<file path="src/rtl/fwa_pkg.sv">
package fwa_pkg;

    typedef enum logic [1:0] {
        FS_IDLE,
        FS_HUNT,
        FS_CONFIRM,
        FS_LOCKED
    } fwa_state_e;

    typedef struct packed {
        logic start_b;
        logic end_b;
    } fwa_marks_t;

    function automatic logic fwa_marks_ok(input fwa_marks_t m);
        return m.start_b & ~m.end_b;
    endfunction

endpackage

</file>
<file path="src/rtl/fwa_settle.sv">
module fwa_settle #(
    parameter int LIMIT = 24576
) (
    input  logic clk,
    input  logic rst,
    input  logic pwr_on,
    input  logic bit_en,
    output logic settled
);
    localparam int CW = $clog2(LIMIT + 1);

    logic [CW-1:0] cnt;

    always_ff @(posedge clk) begin
        if (rst || !pwr_on) begin
            cnt <= '0;
        end else if (bit_en && cnt != CW'(LIMIT)) begin
            cnt <= cnt + 1'b1;
        end
    end

    assign settled = (cnt == CW'(LIMIT));
endmodule

</file>
<file path="src/rtl/fwa_shifter.sv">
module fwa_shifter #(
    parameter int FRAME_LEN = 12
) (
    input  logic                 clk,
    input  logic                 rst,
    input  logic                 pwr_on,
    input  logic                 bit_en,
    input  logic                 ser_in,
    output logic [FRAME_LEN-1:0] sr,
    output logic                 shifted
);
    always_ff @(posedge clk) begin
        if (rst || !pwr_on) begin
            sr      <= '0;
            shifted <= 1'b0;
        end else begin
            shifted <= bit_en;
            if (bit_en) begin
                sr <= {ser_in, sr[FRAME_LEN-1:1]};
            end
        end
    end
endmodule

</file>
<file path="src/rtl/fwa_framer.sv">
module fwa_framer
    import fwa_pkg::*;
#(
    parameter int FRAME_LEN     = 12,
    parameter int CONFIRM_WORDS = 4,
    parameter int LOSS_WORDS    = 4
) (
    input  logic                         clk,
    input  logic                         rst,
    input  logic                         pwr_on,
    input  logic                         settled,
    input  logic                         shifted,
    input  fwa_marks_t                   marks,
    output logic                         locked,
    output logic [$clog2(FRAME_LEN)-1:0] phase,
    output logic                         word_load
);
    localparam int PH_W = $clog2(FRAME_LEN);
    localparam int GW   = $clog2(CONFIRM_WORDS + 1);
    localparam int BW   = $clog2(LOSS_WORDS + 1);

    fwa_state_e    state;
    logic [GW-1:0] good_cnt;
    logic [BW-1:0] bad_cnt;
    logic          boundary;
    logic          fr_good;

    assign fr_good  = fwa_marks_ok(marks);
    assign boundary = shifted && (phase == PH_W'(FRAME_LEN - 1));

    always_ff @(posedge clk) begin
        if (rst || !pwr_on) begin
            state    <= FS_IDLE;
            phase    <= '0;
            good_cnt <= '0;
            bad_cnt  <= '0;
        end else begin
            case (state)
                FS_IDLE: begin
                    if (settled) state <= FS_HUNT;
                end
                FS_HUNT: begin
                    if (shifted && fr_good) begin
                        phase    <= '0;
                        good_cnt <= GW'(1);
                        bad_cnt  <= '0;
                        state    <= (CONFIRM_WORDS <= 1) ? FS_LOCKED : FS_CONFIRM;
                    end
                end
                FS_CONFIRM: begin
                    if (shifted) phase <= boundary ? '0 : phase + 1'b1;
                    if (boundary) begin
                        if (!fr_good) begin
                            state <= FS_HUNT;
                        end else if (good_cnt == GW'(CONFIRM_WORDS - 1)) begin
                            state <= FS_LOCKED;
                        end else begin
                            good_cnt <= good_cnt + 1'b1;
                        end
                    end
                end
                default: begin
                    if (shifted) phase <= boundary ? '0 : phase + 1'b1;
                    if (boundary) begin
                        if (fr_good) begin
                            bad_cnt <= '0;
                        end else if (bad_cnt == BW'(LOSS_WORDS - 1)) begin
                            bad_cnt <= '0;
                            state   <= FS_HUNT;
                        end else begin
                            bad_cnt <= bad_cnt + 1'b1;
                        end
                    end
                end
            endcase
        end
    end

    assign locked    = (state == FS_LOCKED);
    assign word_load = boundary && (state == FS_CONFIRM || state == FS_LOCKED);
endmodule

</file>
<file path="src/rtl/fwa_outstage.sv">
module fwa_outstage #(
    parameter int DATA_W    = 10,
    parameter int FRAME_LEN = 12
) (
    input  logic                         clk,
    input  logic                         rst,
    input  logic                         pwr_on,
    input  logic                         locked,
    input  logic                         shifted,
    input  logic [$clog2(FRAME_LEN)-1:0] phase,
    input  logic                         word_load,
    input  logic [DATA_W-1:0]            frame_data,
    input  logic                         rise_sel,
    output logic [DATA_W-1:0]            data_q,
    output logic                         strobe_lvl,
    output logic                         qualified
);
    localparam int PH_W = $clog2(FRAME_LEN);
    localparam int HALF = FRAME_LEN / 2;

    logic [1:0] cap_cnt;
    logic       cap_evt;
    logic       late_half;

    assign cap_evt   = locked && shifted && (phase == PH_W'(HALF - 1));
    assign late_half = (phase >= PH_W'(HALF));

    always_ff @(posedge clk) begin
        if (rst || !pwr_on) begin
            data_q  <= '0;
            cap_cnt <= '0;
        end else begin
            if (word_load) data_q <= frame_data;
            if (!locked) begin
                cap_cnt <= '0;
            end else if (cap_evt && cap_cnt != 2'd2) begin
                cap_cnt <= cap_cnt + 1'b1;
            end
        end
    end

    assign strobe_lvl = locked && (rise_sel ? late_half : !late_half);
    assign qualified  = locked && (cap_cnt == 2'd2);
endmodule

</file>
<file path="src/rtl/frame_word_aligner.sv">
module frame_word_aligner
    import fwa_pkg::*;
#(
    parameter int DATA_W        = 10,
    parameter int CONFIRM_WORDS = 4,
    parameter int LOSS_WORDS    = 4,
    parameter int SETTLE_WORDS  = 2048
) (
    input  logic              clk,
    input  logic              rst,
    input  logic              pwr_on,
    input  logic              out_en,
    input  logic              strobe_rise_sel,
    input  logic              bit_en,
    input  logic              ser_in,
    output logic [DATA_W-1:0] data_out,
    output logic              data_oe,
    output logic              strobe_out,
    output logic              strobe_oe,
    output logic              data_vld,
    output logic              lock_n,
    output logic              lock_oe
);
    localparam int FRAME_LEN = DATA_W + 2;
    localparam int PH_W      = $clog2(FRAME_LEN);

    logic [FRAME_LEN-1:0] sr;
    logic                 shifted;
    logic                 settled;
    logic                 locked;
    logic [PH_W-1:0]      phase;
    logic                 word_load;
    logic [DATA_W-1:0]    data_q;
    logic                 strobe_lvl;
    logic                 qualified;
    fwa_marks_t           marks;

    assign marks.start_b = sr[0];
    assign marks.end_b   = sr[FRAME_LEN-1];

    fwa_settle #(.LIMIT(SETTLE_WORDS * FRAME_LEN)) u_settle (
        .clk(clk), .rst(rst), .pwr_on(pwr_on), .bit_en(bit_en), .settled(settled)
    );

    fwa_shifter #(.FRAME_LEN(FRAME_LEN)) u_shift (
        .clk(clk), .rst(rst), .pwr_on(pwr_on), .bit_en(bit_en), .ser_in(ser_in),
        .sr(sr), .shifted(shifted)
    );

    fwa_framer #(
        .FRAME_LEN(FRAME_LEN), .CONFIRM_WORDS(CONFIRM_WORDS), .LOSS_WORDS(LOSS_WORDS)
    ) u_framer (
        .clk(clk), .rst(rst), .pwr_on(pwr_on), .settled(settled), .shifted(shifted),
        .marks(marks), .locked(locked), .phase(phase), .word_load(word_load)
    );

    fwa_outstage #(.DATA_W(DATA_W), .FRAME_LEN(FRAME_LEN)) u_out (
        .clk(clk), .rst(rst), .pwr_on(pwr_on), .locked(locked), .shifted(shifted),
        .phase(phase), .word_load(word_load), .frame_data(sr[DATA_W:1]),
        .rise_sel(strobe_rise_sel), .data_q(data_q), .strobe_lvl(strobe_lvl),
        .qualified(qualified)
    );

    assign data_oe    = pwr_on && out_en;
    assign strobe_oe  = pwr_on && out_en;
    assign lock_oe    = pwr_on;
    assign data_out   = data_oe ? data_q : '0;
    assign strobe_out = strobe_oe && strobe_lvl;
    assign data_vld   = pwr_on && qualified;
    assign lock_n     = !(pwr_on && locked);
endmodule

</file>
<file path="config.mk">
export PLATFORM = sky130hd
export DESIGN_NAME = frame_word_aligner
export DESIGN_NICKNAME = d
export VERILOG_FILES = /design/src/rtl/fwa_pkg.sv /design/src/rtl/fwa_settle.sv /design/src/rtl/fwa_shifter.sv /design/src/rtl/fwa_framer.sv /design/src/rtl/fwa_outstage.sv /design/src/rtl/frame_word_aligner.sv
export SDC_FILE = /design/constraint.sdc
export NUM_CORES = 1
export LEC_CHECK = 0
export BUFFER_PORTS_ARGS = -buffer_cell sky130_fd_sc_hd__buf_2
export CAP_MARGIN = 20
export CORE_MARGIN = 8
export CORE_UTILIZATION = 63
export DETAILED_ROUTE_END_ITERATION = 7
export PLACE_DENSITY = 0.84
export SYNTH_ARGS = -nofsm -noshare
export SYNTH_HDL_FRONTEND = slang
export SYNTH_SLANG_ARGS = --single-unit
</file>
<file path="constraint.sdc">
create_clock -name clk -period 2.5 [get_ports clk]
set_input_delay 0.375 -clock clk [delete_from_list [all_inputs] [get_ports clk]]
set_output_delay 0.375 -clock clk [all_outputs]
set_load 0.01 [all_outputs]
</file>
# Yosys cells after proc, flatten, opt, wreduce, memory -nomap -nowiden
# Cells that the tools add are included.
[totals]
regBits = 52
in_bits = 7
out_inout_bits = 16
wordCells = 93
[op_classes]
order_cmp = 1
n_reduce_logical = 30
eq_ne = 18
muxes = 25
add_sub_neg = 5
bitwise = 5
[op_table]
columns = ["cell", "count"]
rows = [
  ["two-way mux 3 bit", 8],
  ["two-way mux 2 bit", 8],
  ["adder 15 x 1 -> 15 bit, second input constant", 1],
  ["== test 15 bit, second input constant", 1],
  ["inequality test 15 bit, second input constant", 1],
  ["logical AND 1 bit", 13],
  ["two-way mux 4 bit", 3],
  ["one-hot mux 3 bit (2 select lines)", 2],
  ["two-way mux 10 bit", 1],
  ["one-hot mux 4 bit (2 select lines)", 1],
  ["AND reduction 7 bit", 1],
  ["adder 3 x 1 -> 3 bit, second input constant", 2],
  ["== test 2 bit, second input constant", 3],
  ["== test 3 x 2 -> 1 bit, second input constant", 2],
  ["inequality test 2 x 1 -> 1 bit, second input constant", 3],
  ["inequality test 2 bit, second input constant", 3],
  ["one-hot mux 2 bit (3 select lines)", 1],
  ["AND reduction 3 bit", 2],
  ["nonzero test 2 bit", 3],
  ["AND reduction 5 bit", 1],
  ["adder 4 x 1 -> 4 bit, second input constant", 1],
  ["== test 4 x 3 -> 1 bit, second input constant", 1],
  ["== test 4 bit, second input constant", 1],
  ["greater-or-equal comparator 4 x 3 -> 1 bit, second input constant", 1],
  ["13 further kinds", 20],
]

# Depth between registers and ports, before layout
# Gate-level depths: netlist of the first run.
[depth]
depth_word = 5
ltp_mapped = 7
ltp_nobuf = 7

# By module
# A second synthesis of the first run with hierarchy kept.
[hier_totals]
hier_cells = 291
hier_area_um2 = 2675.1
[modules_own_cells]
columns = ["mod", "cells_per_inst", "seq_area_each_um2", "area_per_inst_um2", "n_inst"]
rows = [
  ["fwa_framer", 92, 240.2, 794.5, 1],
  ["fwa_settle", 86, 300.3, 747.0, 1],
  ["fwa_outstage", 52, 240.2, 534.3, 1],
  ["fwa_shifter", 43, 260.2, 475.5, 1],
  ["frame_word_aligner", 18, 0.0, 123.9, 1],
]

# Worst setup path after synthesis of the first run
# No wires, ideal clock.
[synth_path]
path_type = "reg-to-reg"
startpoint = "register u_framer.phase[1]"
endpoint = "register u_framer.good_cnt[2]"
t_required_ps = 2433
slack_ps = 834
setup_ps = 67
n_path_buf = 0
synth_period_minus_slack_ps = 1666
path_stages_with_launch = 7
arrival_time_ps = 1599
cell_sequence = "dfxtp_1 > ha_1 > nand4b_4 > o21ai_2 > o2111ai_2 > or3b_1 > a21oi_2"
[synth_between]
elab_chain_cells = 4
[synth_rtl]
columns = ["element", "line", "text"]
rows = [
  ["start, declared", "fwa_framer.sv:15", "output logic [$clog2(FRAME_LEN)-1:0] phase,"],
  ["start signal, assigned", "fwa_framer.sv:51", "if (shifted) phase <= boundary ? '0 : phase + 1'b1;"],
  ["start signal, assigned", "fwa_framer.sv:63", "if (shifted) phase <= boundary ? '0 : phase + 1'b1;"],
  ["== test 4 bit", "fwa_framer.sv:29", "assign boundary = shifted && (phase == PH_W'(FRAME_LEN - 1));"],
  ["logical AND 1 bit", "fwa_framer.sv:29", ""],
  ["inequality test 2 x 1 -> 1 bit (no source line)", "-", ""],
  ["AND reduction 5 bit (no source line)", "-", ""],
  ["end signal, assigned", "fwa_framer.sv:58", "good_cnt <= good_cnt + 1'b1;"],
  ["end, declared", "fwa_framer.sv:23", "logic [GW-1:0] good_cnt;"],
]
# No other way between the ends.
# A chain may end at the register's enable or synchronous reset.

# Final worst setup path of the first run
[layout_path]
startpoint = "register u_framer.phase[0]"
endpoint = "output port strobe_out"
[layout_between]
elab_chain_cells = 5
[layout_rtl]
columns = ["element", "line", "text"]
rows = [
  ["greater-or-equal comparator 4 x 3 -> 1 bit (*)", "fwa_outstage.sv:26", "assign late_half = (phase >= PH_W'(HALF));"],
  ["zero test 1 bit", "fwa_outstage.sv:42", "assign strobe_lvl = locked && (rise_sel ? late_half : !late_half);"],
  ["two-way mux 1 bit (*)", "fwa_outstage.sv:42", ""],
  ["logical AND 1 bit (*)", "fwa_outstage.sv:42", ""],
  ["logical AND 1 bit (*)", "frame_word_aligner.sv:68", "assign strobe_out = strobe_oe && strobe_lvl;"],
  ["end, declared", "frame_word_aligner.sv:18", "output logic strobe_out,"],
]
# Every way passes the cells marked *; elsewhere a longest branch is shown, timed or not.

==> impl_metrics.env, run 1 <==
export IMPL_die_area_mm2=0.00636
export IMPL_r2r_slack_ns=0.51
export IMPL_ir_worst_vdd_uv=443
export IMPL_ys_warn_count=0
export IMPL_crit_chain="inv_1, ha_1, o21a_1, nor2_1, xnor2_1, nor3b_1, buf_2"
export IMPL_cts_root_buf="clkbuf_8"
export IMPL_final_setup_tns_ns=0
export IMPL_path_class="reg -> out"
export IMPL_synth_async_sr_flop_share=0
export IMPL_ctsHoldBuffers=0
export IMPL_avgSynthCellArea_um2=9.15
export IMPL_die_h_um=79.8
export IMPL_maxCapViolCount=0
export IMPL_start_util=0.645
export IMPL_cp_start_kind="register"
export IMPL_port_buffers=22
export IMPL_min_from="rst"
export IMPL_reg2regPathDepth=6
export IMPL_layoutNonFillerInstCount=349
export IMPL_cp_arrival_ns=1.70
export IMPL_first_pass_iters=4
export IMPL_wl_per_cell_um=13.9
export IMPL_min_period_ns=2.08
export IMPL_cts_tree="built"
export IMPL_whs_path_depth=2
export IMPL_cts_setup_buffers=0
export IMPL_hp_class="in -> reg"
export IMPL_grt_overflow=0
export IMPL_dp_hpwl_um=3460
export IMPL_drtIter0Drc=79
export IMPL_slowest_stage="dfxtp_1"
export IMPL_place_congestion=0.838
export IMPL_clk_latency_ns=0.31
export IMPL_syn_to_final_growth_pct=9.38
export IMPL_ant_nets=0
export IMPL_htree_levels=2
export IMPL_cp_max_fo=4
export IMPL_period_share=0.831
export IMPL_cpPeakStageDelay_ns=0.40
export IMPL_antenna_diode_count=0
export IMPL_syn_inst=280
export IMPL_finalSetupViolations=0
export IMPL_p_per_area_mw_per_mm2=522
export IMPL_worst_pin_slew_ns=0.542
export IMPL_ys_types=50
export IMPL_startpoint="u_framer.phase[0]$_SDFFE_PP0P_"
export IMPL_grt_max_degree=47
export IMPL_post_cts_resized=0
export IMPL_io_pins=23
export IMPL_final_core_util=0.705
export IMPL_antenna_found_initial=0
export IMPL_synth_edff_count=0
export IMPL_grt_pass1_wl_um=8450
export IMPL_final_area_mm2=0.00280
export IMPL_clkSinkCount=52
export IMPL_clk_path_buf_depth=2
export IMPL_slew_headroom=0.634
export IMPL_via_per_inst=5.47
export IMPL_ys_ff_latch=52
export IMPL_max_freq_mhz=481
export IMPL_rr_startpoint="u_framer.state[1]$_SDFFE_PP0P_"
export IMPL_ys_seq_area_frac=0.406
export IMPL_hold_viol_final=0
export IMPL_clk_pin_slew_ns=0.09
export IMPL_synth_net_count=301
export IMPL_finalMaxSlewViolations=0
export IMPL_core_region_area_mm2=0.00397
export IMPL_grt_usage=0.163
export IMPL_status="complete, no violations"
export IMPL_critPathRequiredTime_ns=2.12
export IMPL_die_width_um=79.8
export IMPL_grt_pass1_vias=1900
export IMPL_num_nets_final=319
export IMPL_layout_drive_gt1_share=0.147
export IMPL_final_common_cell="dfxtp_1"
export IMPL_post_dp_cell_area_mm2=0.00269
export IMPL_vias=1909
export IMPL_nFillCells=291
export IMPL_final_cell_mix="52 x dfxtp_1, 50 x nor2_1, 29 x mux2i_1, 22 x buf_2, 17 x nand2_1"
export IMPL_syn_cell_area_mm2=0.00256
export IMPL_critPathCaptureType="output pin"
export IMPL_drt_drc_violations_left=0
export IMPL_finalClockSkew_ns=0.00802
export IMPL_row_count=23
export IMPL_rsz0062_at_grt="no"
export IMPL_place_inst=341
export IMPL_cts_buffers_inserted=5
export IMPL_synth_flop_cell="dfxtp_1"
export IMPL_power_leakage_nw=1.16
export IMPL_routed_wl_um=4850
## report_power, final
group | total (mW) | switching [mW] | internal [mW] | leakage, nW
clock network | 0.578 | 0.281 | 0.296 | 0.0541
registers | 0.834 | 0.00355 | 0.830 | 0.419
logic | 0.0501 | 0.0329 | 0.0172 | 0.691
## synthesized netlist by cell type, types with 2 or more instances
library cell | n | area, um2
mux2i_1 | 29 | 290
clkbuf_1 | 7 | 26.3
nor2_4 | 2 | 22.5
nor4b_2 | 2 | 30.0
buf_1 | 2 | 7.51
or4_1 | 2 | 15.0
nor2_1 | 50 | 188
nor3_1 | 4 | 20.0
and3_1 | 12 | 75.1
inv_1 | 10 | 37.5
a21o_1 | 2 | 15.0
buf_2 | 2 | 10.0
nor4_1 | 2 | 12.5
o21ai_0 | 5 | 25.0
nand2_1 | 17 | 63.8
nand2b_1 | 4 | 25.0
nor2b_1 | 2 | 12.5
buf_4 | 2 | 15.0
xnor2_1 | 5 | 43.8
nand4_1 | 3 | 18.8
ha_1 | 14 | 175
xor2_1 | 8 | 70.1
nor3b_1 | 3 | 22.5
a21oi_1 | 8 | 40.0
dfxtp_1 | 52 | 1040
nand3_1 | 7 | 35.0
## registers in the layout, indices dropped and copies added, names as in the netlist, 2 cells and up
name               flops
u_out.data_q          10
u_framer.good_cnt      3
u_framer.state         2
u_settle.cnt          15
u_shift.sr            12
u_framer.bad_cnt       3
u_out.cap_cnt          2
u_framer.phase         4
## layer usage
layer	part of all wire	global-route usage
met5	0	0
met1	0.48	0.188
met4	0.014	0.0527
met2	0.49	0.283
met3	0.023	0.0439
## cells by family after synthesis
kind of cell               Yosys count  share of synthesized area
buffers and inverters               23                     0.0376
DFF                                 52                      0.406
muxes                               29                      0.113
and+or+nand+nor                    124                      0.262
AOI/OAI and AO/OA                   25                     0.0674
adders and majority gates           14                     0.0684
xor gates and xnor gates            13                     0.0445
## worst max-delay path, delay by kind of cell, from the launching register on
kind / cells / cell delay [ns]
xor+xnor: 1 / 0.08
flops: 1 / 0.40
fa+ha+maj: 1 / 0.19
compound gates: 1 / 0.16
buf+inv: 2 / 0.25
simple gates: 2 / 0.31
## path summary, 6_finish.rpt
| kind | endpoint |
|---|---|
| hold / removal | u_out.cap_cnt[0]$_SDFFE_PP0P_ |
| hold reg to reg | u_framer.good_cnt[1]$_SDFFE_PP0P_ |
| setup reg to reg | u_framer.bad_cnt[0]$_SDFFE_PP0P_ |
| setup / recovery | strobe_out |
## stage by stage
stage | hold slack, ns | setup WS [ns] | power, mW
4_1_cts | 0.269 | 0.425 | 1.47
6_report | 0.273 | 0.422 | 1.46
3_3_place_gp | 0.448 | 0.624 | 0.902
3_5_place_dp | 0.455 | 0.538 | 0.903
2_1_floorplan | 0.436 | 0.834 | 0.888
5_1_grt | 0.275 | 0.264 | 1.51
## layout make-up
class	instances	area, um2	share of cell area
flip-flops and latches	52	1040	0.372
clock buffers	5	68.8	0.0246
clock inverters	3	42.5	0.0152
inverters	10	37.5	0.0134
repair buffers	24	125	0.0447
multi-input cells	205	1420	0.508
well taps	50	62.6	0.0223
No activity file was read; power rests on OpenSTA's default activity.
==> inputs of run 2 (changes only) <==
--- a/config.mk
+++ b/config.mk
@@ -8,9 +8,9 @@
 export BUFFER_PORTS_ARGS = -buffer_cell sky130_fd_sc_hd__buf_2
 export CAP_MARGIN = 20
 export CORE_MARGIN = 8
-export CORE_UTILIZATION = 63
+export CORE_UTILIZATION = 53
 export DETAILED_ROUTE_END_ITERATION = 7
-export PLACE_DENSITY = 0.84
+export PLACE_DENSITY = 0.75
 export SYNTH_ARGS = -nofsm -noshare
 export SYNTH_HDL_FRONTEND = slang
 export SYNTH_SLANG_ARGS = --single-unit
==> constraint.sdc (replaced) <==
create_clock -name clk -period 1.9 [get_ports clk]
set_input_delay 0.285 -clock clk [delete_from_list [all_inputs] [get_ports clk]]
set_output_delay 0.285 -clock clk [all_outputs]
set_load 0.01 [all_outputs]
==> impl_metrics.env, run 2 (synthesis gave the netlist of run 1 again) <==
export IMPL_critPathCapture="strobe_out"
export IMPL_first_pass_iters=4
export IMPL_via_per_inst=5.42
export IMPL_place_congestion=0.815
export IMPL_power_frac_clock=0.360
export IMPL_grt_usage=0.141
export IMPL_internal_power_mw=1.39
export IMPL_final_cell_mix="51 x dfxtp_1, 49 x nor2_1, 29 x mux2i_1, 22 x buf_2, 17 x nand2_1"
export IMPL_die_h_um=85.5
export IMPL_finalClockSkew_ns=0.00937
export IMPL_drtIter0Drc=48
export IMPL_place_inst=350
export IMPL_period_share=0.948
export IMPL_cts_root_buf="clkbuf_8"
export IMPL_layoutNonFillerInstCount=359
export IMPL_grt_max_degree=27
export IMPL_status="complete, no violations"
export IMPL_syn_to_final_growth_pct=12.3
export IMPL_hold_viol_final=0
export IMPL_cts_tree="built"
export IMPL_wl_per_cell_um=13.3
export IMPL_seq_power_share=0.603
export IMPL_row_count=25
export IMPL_final_core_util=0.613
export IMPL_die_area_mm2=0.00731
export IMPL_cp_max_fo=6
export IMPL_core_region_area_mm2=0.00469
export IMPL_die_width_um=85.5
export IMPL_ant_nets=0
export IMPL_routed_wl_um=4770
export IMPL_wl_met3_um=94
export IMPL_largest_reg_flops=15
export IMPL_p_per_area_mw_per_mm2=632
export IMPL_num_nets_final=325
export IMPL_clk_latency_ns=0.31
export IMPL_p_sw_uw=432
export IMPL_cp_arrival_ns=1.52
export IMPL_ir_worst_vdd_uv=513
export IMPL_power_leakage_nw=1.19
export IMPL_critPathCaptureType="output pin"
export IMPL_clkSinkCount=52
export IMPL_max_freq_mhz=555
export IMPL_highest_layer="met4"
export IMPL_dp_hpwl_um=3520
export IMPL_multiInputGateArea_mm2=0.00145
export IMPL_reg_top3="u_settle.cnt: 15 flops, u_shift.sr: 12 flops, u_out.data_q: 10 flops"
export IMPL_clk_path_buf_depth=2
export IMPL_critPathRequiredTime_ns=1.62
export IMPL_grt_pass1_vias=1872
export IMPL_grt_overflow=0
export IMPL_min_period_ns=1.80
export IMPL_r2r_slack_ns=0.14
export IMPL_maxCapViolCount=0
export IMPL_port_buffers=22
export IMPL_netSwitchingFraction=0.238
export IMPL_min_from="ser_in"
export IMPL_finalSetupViolations=0
export IMPL_worst_hold_slack_ns=0.215
export IMPL_clk_pin_slew_ns=0.10
export IMPL_drt_drc_violations_left=0
export IMPL_htree_levels=2
export IMPL_reg2regPathDepth=6
export IMPL_slew_headroom=0.666
export IMPL_regArea_mm2=0.00104
export IMPL_antenna_diode_count=0
export IMPL_cts_buffers_inserted=5
export IMPL_ctsHoldBuffers=0
export IMPL_path_class="reg -> out"
export IMPL_vias=1945
export IMPL_hp_class="in -> reg"
export IMPL_nFillCells=390
export IMPL_io_pins=23
export IMPL_finalMaxSlewViolations=0
export IMPL_dr_wl_met2_um=2230
export IMPL_startpoint="u_framer.state[0]$_SDFFE_PP0P_"
export IMPL_rr_startpoint="u_framer.phase[1]$_SDFFE_PP0P_"
export IMPL_worst_pin_slew_ns=0.494
export IMPL_power_mw=1.82
export IMPL_layout_drive_gt1_share=0.193
export IMPL_final_common_cell="dfxtp_1"
export IMPL_cp_start_kind="register"
export IMPL_antenna_found_initial=0
export IMPL_pwr_share_comb=0.037
export IMPL_wl_met1_um=2380
export IMPL_grt_pass1_wl_um=8490
export IMPL_top_register="u_settle.cnt"
export IMPL_reg2reg_to="u_framer.good_cnt[2]$_SDFFE_PP0P_"
export IMPL_start_util=0.546
-- run 2: cell types whose count changed in the layout (fill, tap and decap cells not counted), moves of 2 or more --
cell,delta
inv_6,+2
buf_4,+5
ha_2,+3
ha_1,-3
-- run 2: layer usage --
metal	vias up	track usage
li1	1011	-
met1	912	0.172
met2	14	0.230
met3	8	0.0325
met4	0	0.0621
met5	-	0
-- run 2: cell type report --
class,count,share of cell area
multi-input combinational,205,0.505
sequential,52,0.362
timing repair buffer,30,0.0635
clock buffer,5,0.0239
tap,54,0.0235
inverter,10,0.0131
clock inverter,3,0.00870
-- run 2: timing repair --
action                     CTS  global route
setup buffers                1             0
pin swaps                    0             1
setup endpoints to repair    1             7
gates resized for setup      1             8
-- run 2: metrics by stage --
step | worst slack, ns | area [um2] | TNS [ns]
final | 0.0997 | 2880 | 0
after global placement | 0.172 | 2750 | 0
after CTS | 0.0357 | 2850 | 0
after detailed placement | 0.114 | 2750 | 0
after global routing | -0.0301 | 2880 | -0.0598
after floorplan | 0.234 | 2560 | 0
-- run 2: power groups by stage --
stage	sequential (mW)	combinational, mW	clock (mW)
final	1.10	0.0672	0.654
after global routing	1.10	0.0744	0.723
after CTS	1.10	0.0671	0.684
after detailed placement	1.12	0.0668	0
after global placement	1.12	0.0669	0
after floorplan	1.12	0.0479	0
-- run 2: how the worst min path moves through the flow --
stage                                                    to  slack, ns  cells past startpoint
final                           u_shift.sr[11]$_SDFFE_PP0P_       0.21                      3
after global routing          u_out.cap_cnt[0]$_SDFFE_PP0P_       0.21                      2
after CTS                     u_out.cap_cnt[0]$_SDFFE_PP0P_       0.20                      2
after detailed placement  u_framer.good_cnt[1]$_SDFFE_PP0P_       0.45                      2
after global placement    u_framer.good_cnt[1]$_SDFFE_PP0P_       0.45                      2
after floorplan               u_out.cap_cnt[0]$_SDFFE_PP0P_       0.36                      1
-- run 2: critical path, cell delays in order, from the launching register on --
cell	delay (ns)
dfxtp_1	0.46
ha_1	0.28
nand2_1	0.12
nor3b_1	0.19
buf_2	0.16
==> inputs of run 3 (changes only) <==
--- a/config.mk
+++ b/config.mk
@@ -8,9 +8,9 @@
 export BUFFER_PORTS_ARGS = -buffer_cell sky130_fd_sc_hd__buf_2
 export CAP_MARGIN = 20
 export CORE_MARGIN = 8
-export CORE_UTILIZATION = 53
+export CORE_UTILIZATION = 40
 export DETAILED_ROUTE_END_ITERATION = 7
-export PLACE_DENSITY = 0.75
+export GPL_TIMING_DRIVEN = 0
 export SYNTH_ARGS = -nofsm -noshare
 export SYNTH_HDL_FRONTEND = slang
 export SYNTH_SLANG_ARGS = --single-unit
==> impl_metrics.env, run 3 (synthesis gave the netlist of run 1 again) <==
export IMPL_final_setup_tns_ns=-0.00754
export IMPL_place_congestion=0.775
export IMPL_io_pins=23
export IMPL_p_per_area_mw_per_mm2=613
export IMPL_grt_max_degree=18
export IMPL_vias=1981
export IMPL_cts_buffers_inserted=5
export IMPL_routed_wl_um=5170
export IMPL_layout_drive_gt1_share=0.209
export IMPL_power_mw=1.81
export IMPL_port_buffers=21
export IMPL_wl_met3_um=214
export IMPL_cts_root_buf="clkbuf_8"
export IMPL_start_util=0.408
export IMPL_num_nets_final=331
export IMPL_post_place_ws_ns=0.0146
export IMPL_final_common_cell="nor2_1"
export IMPL_wl_met1_um=2530
export IMPL_cp_arrival_ns=1.62
export IMPL_htree_levels=2
export IMPL_clk_pin_slew_ns=0.10
export IMPL_finalClockSkew_ns=0.00808
export IMPL_place_inst=378
export IMPL_grt_usage=0.117
export IMPL_max_freq_mhz=524
export IMPL_status="finished with violations"
export IMPL_crit_chain="inv_2, ha_2, o21a_1, nor2_2, xnor2_2, nor3b_2, buf_2"
export IMPL_finalSetupViolations=1
export IMPL_final_cell_mix="49 x nor2_1, 48 x dfxtp_1, 29 x mux2i_1, 23 x buf_2, 17 x nand2_1"
export IMPL_maxCapViolCount=0
export IMPL_clkSinkCount=52
export IMPL_cpPeakStageDelay_ns=0.35
export IMPL_layoutNonFillerInstCount=388
export IMPL_die_area_mm2=0.00922
export IMPL_cp_start_kind="register"
export IMPL_via_per_inst=5.11
export IMPL_worst_pin_slew_ns=0.560
export IMPL_grt_pass1_vias=1870
export IMPL_antenna_diode_count=0
export IMPL_critPathBufInv=2
export IMPL_critPathCaptureType="output pin"
export IMPL_reg_top3="u_settle.cnt: 15 flops, u_shift.sr: 12 flops, u_out.data_q: 10 flops"
export IMPL_dp_hpwl_um=3730
export IMPL_die_width_um=96.0
export IMPL_cp_max_fo=2
export IMPL_slew_headroom=0.627
export IMPL_wl_per_cell_um=13.3
export IMPL_period_share=1.00
export IMPL_ctsHoldBuffers=0
export IMPL_drt_drc_violations_left=0
export IMPL_highest_layer="met4"
export IMPL_dr_wl_met2_um=2390
export IMPL_clk_latency_ns=0.30
export IMPL_ant_nets=0
export IMPL_antenna_found_initial=0
export IMPL_min_period_ns=1.91
export IMPL_finalMaxSlewViolations=0
export IMPL_hold_viol_final=0
export IMPL_first_pass_iters=4
export IMPL_ir_worst_vdd_uv=393
export IMPL_violations="negative setup slack"
export IMPL_drtIter0Drc=76
export IMPL_die_h_um=96.0
export IMPL_hp_class="in -> reg"
export IMPL_cts_tree="built"
export IMPL_power_leakage_nw=1.20
export IMPL_nFillCells=612
export IMPL_grt_overflow=0
export IMPL_layout_setup_ws_ns=-0.00754
export IMPL_rsz0062_at_grt="yes"
export IMPL_path_class="reg -> out"
export IMPL_crit_family="flip-flops"
export IMPL_top_register="u_settle.cnt"
export IMPL_grt_pass1_wl_um=8730
export IMPL_clk_path_buf_depth=2
export IMPL_slowest_stage="dfxtp_2"
export IMPL_row_count=29
export IMPL_syn_to_final_growth_pct=15.6
export IMPL_core_region_area_mm2=0.00628
export IMPL_critPathRequiredTime_ns=1.62
export IMPL_largest_reg_flops=15
-- run 3: worst reg2reg max path: stages (launching register included) --
cell and delay, ns:
dfxtp_1 0.44, ha_1 0.27, nand4b_1 0.12, nor3b_1 0.41, nor2_1 0.07, a2111oi_0 0.38
-- run 3: path summary, 6_finish.rpt --
| check | startpoint | depth (start not counted) | slack [ns] | to |
|---|---|---|---|---|
| worst max-delay path | u_framer.phase[0]$_SDFFE_PP0P_ | 7 | -0.008 | strobe_out |
| worst min-delay path | rst | 2 | 0.22 | u_out.cap_cnt[0]$_SDFFE_PP0P_ |
| worst max register to register | u_framer.state[0]$_SDFFE_PP0P_ | 5 | 0.10 | u_out.cap_cnt[1]$_SDFFE_PP0P_ |
| worst min register to register | u_framer.bad_cnt[2]$_SDFFE_PP0P_ | 1 | 0.47 | u_framer.bad_cnt[2]$_SDFFE_PP0P_ |
-- run 3: per-stage QoR --
stage / area, um2 / hold WS, ns / util
finish: 2960 / 0.219 / 0.472
global route: 2960 / 0.210 / 0.472
CTS: 2870 / 0.208 / 0.457
detailed placement: 2760 / 0.456 / 0.440
global placement: 2760 / 0.445 / 0.440
floorplan: 2560 / 0.362 / -
-- run 3: report_power, final --
part           total (mW)  switching (mW)  internal, mW
Sequential           1.10         0.00444          1.09
Combinational      0.0812          0.0509        0.0303
Clock               0.637           0.376         0.262
-- run 3: timing repair --
item	4_1_cts	5_1_grt
pin swaps	1	7
gates resized for setup	2	21
gates cloned	0	0
setup endpoints to repair	3	17
buffers inserted	1	2
-- run 3: routing by layer --
layer,global-route usage,vias to the layer above
met5,0,-
met4,0.0307,0
met3,0.0296,2
met2,0.181,24
met1,0.158,930
li1,-,1025
-- run 3: area by class of cell --
cell class	instances	area, um2	share of cell area
clock buffer	5	68.8	0.0232
buffer	12	55.1	0.0186
multi-input combinational	205	1500	0.508
clock inverter	3	23.8	0.00803
timing repair buffer	24	128	0.0431
tap	77	96.3	0.0325
sequential	52	1050	0.354
inverter	10	37.5	0.0127
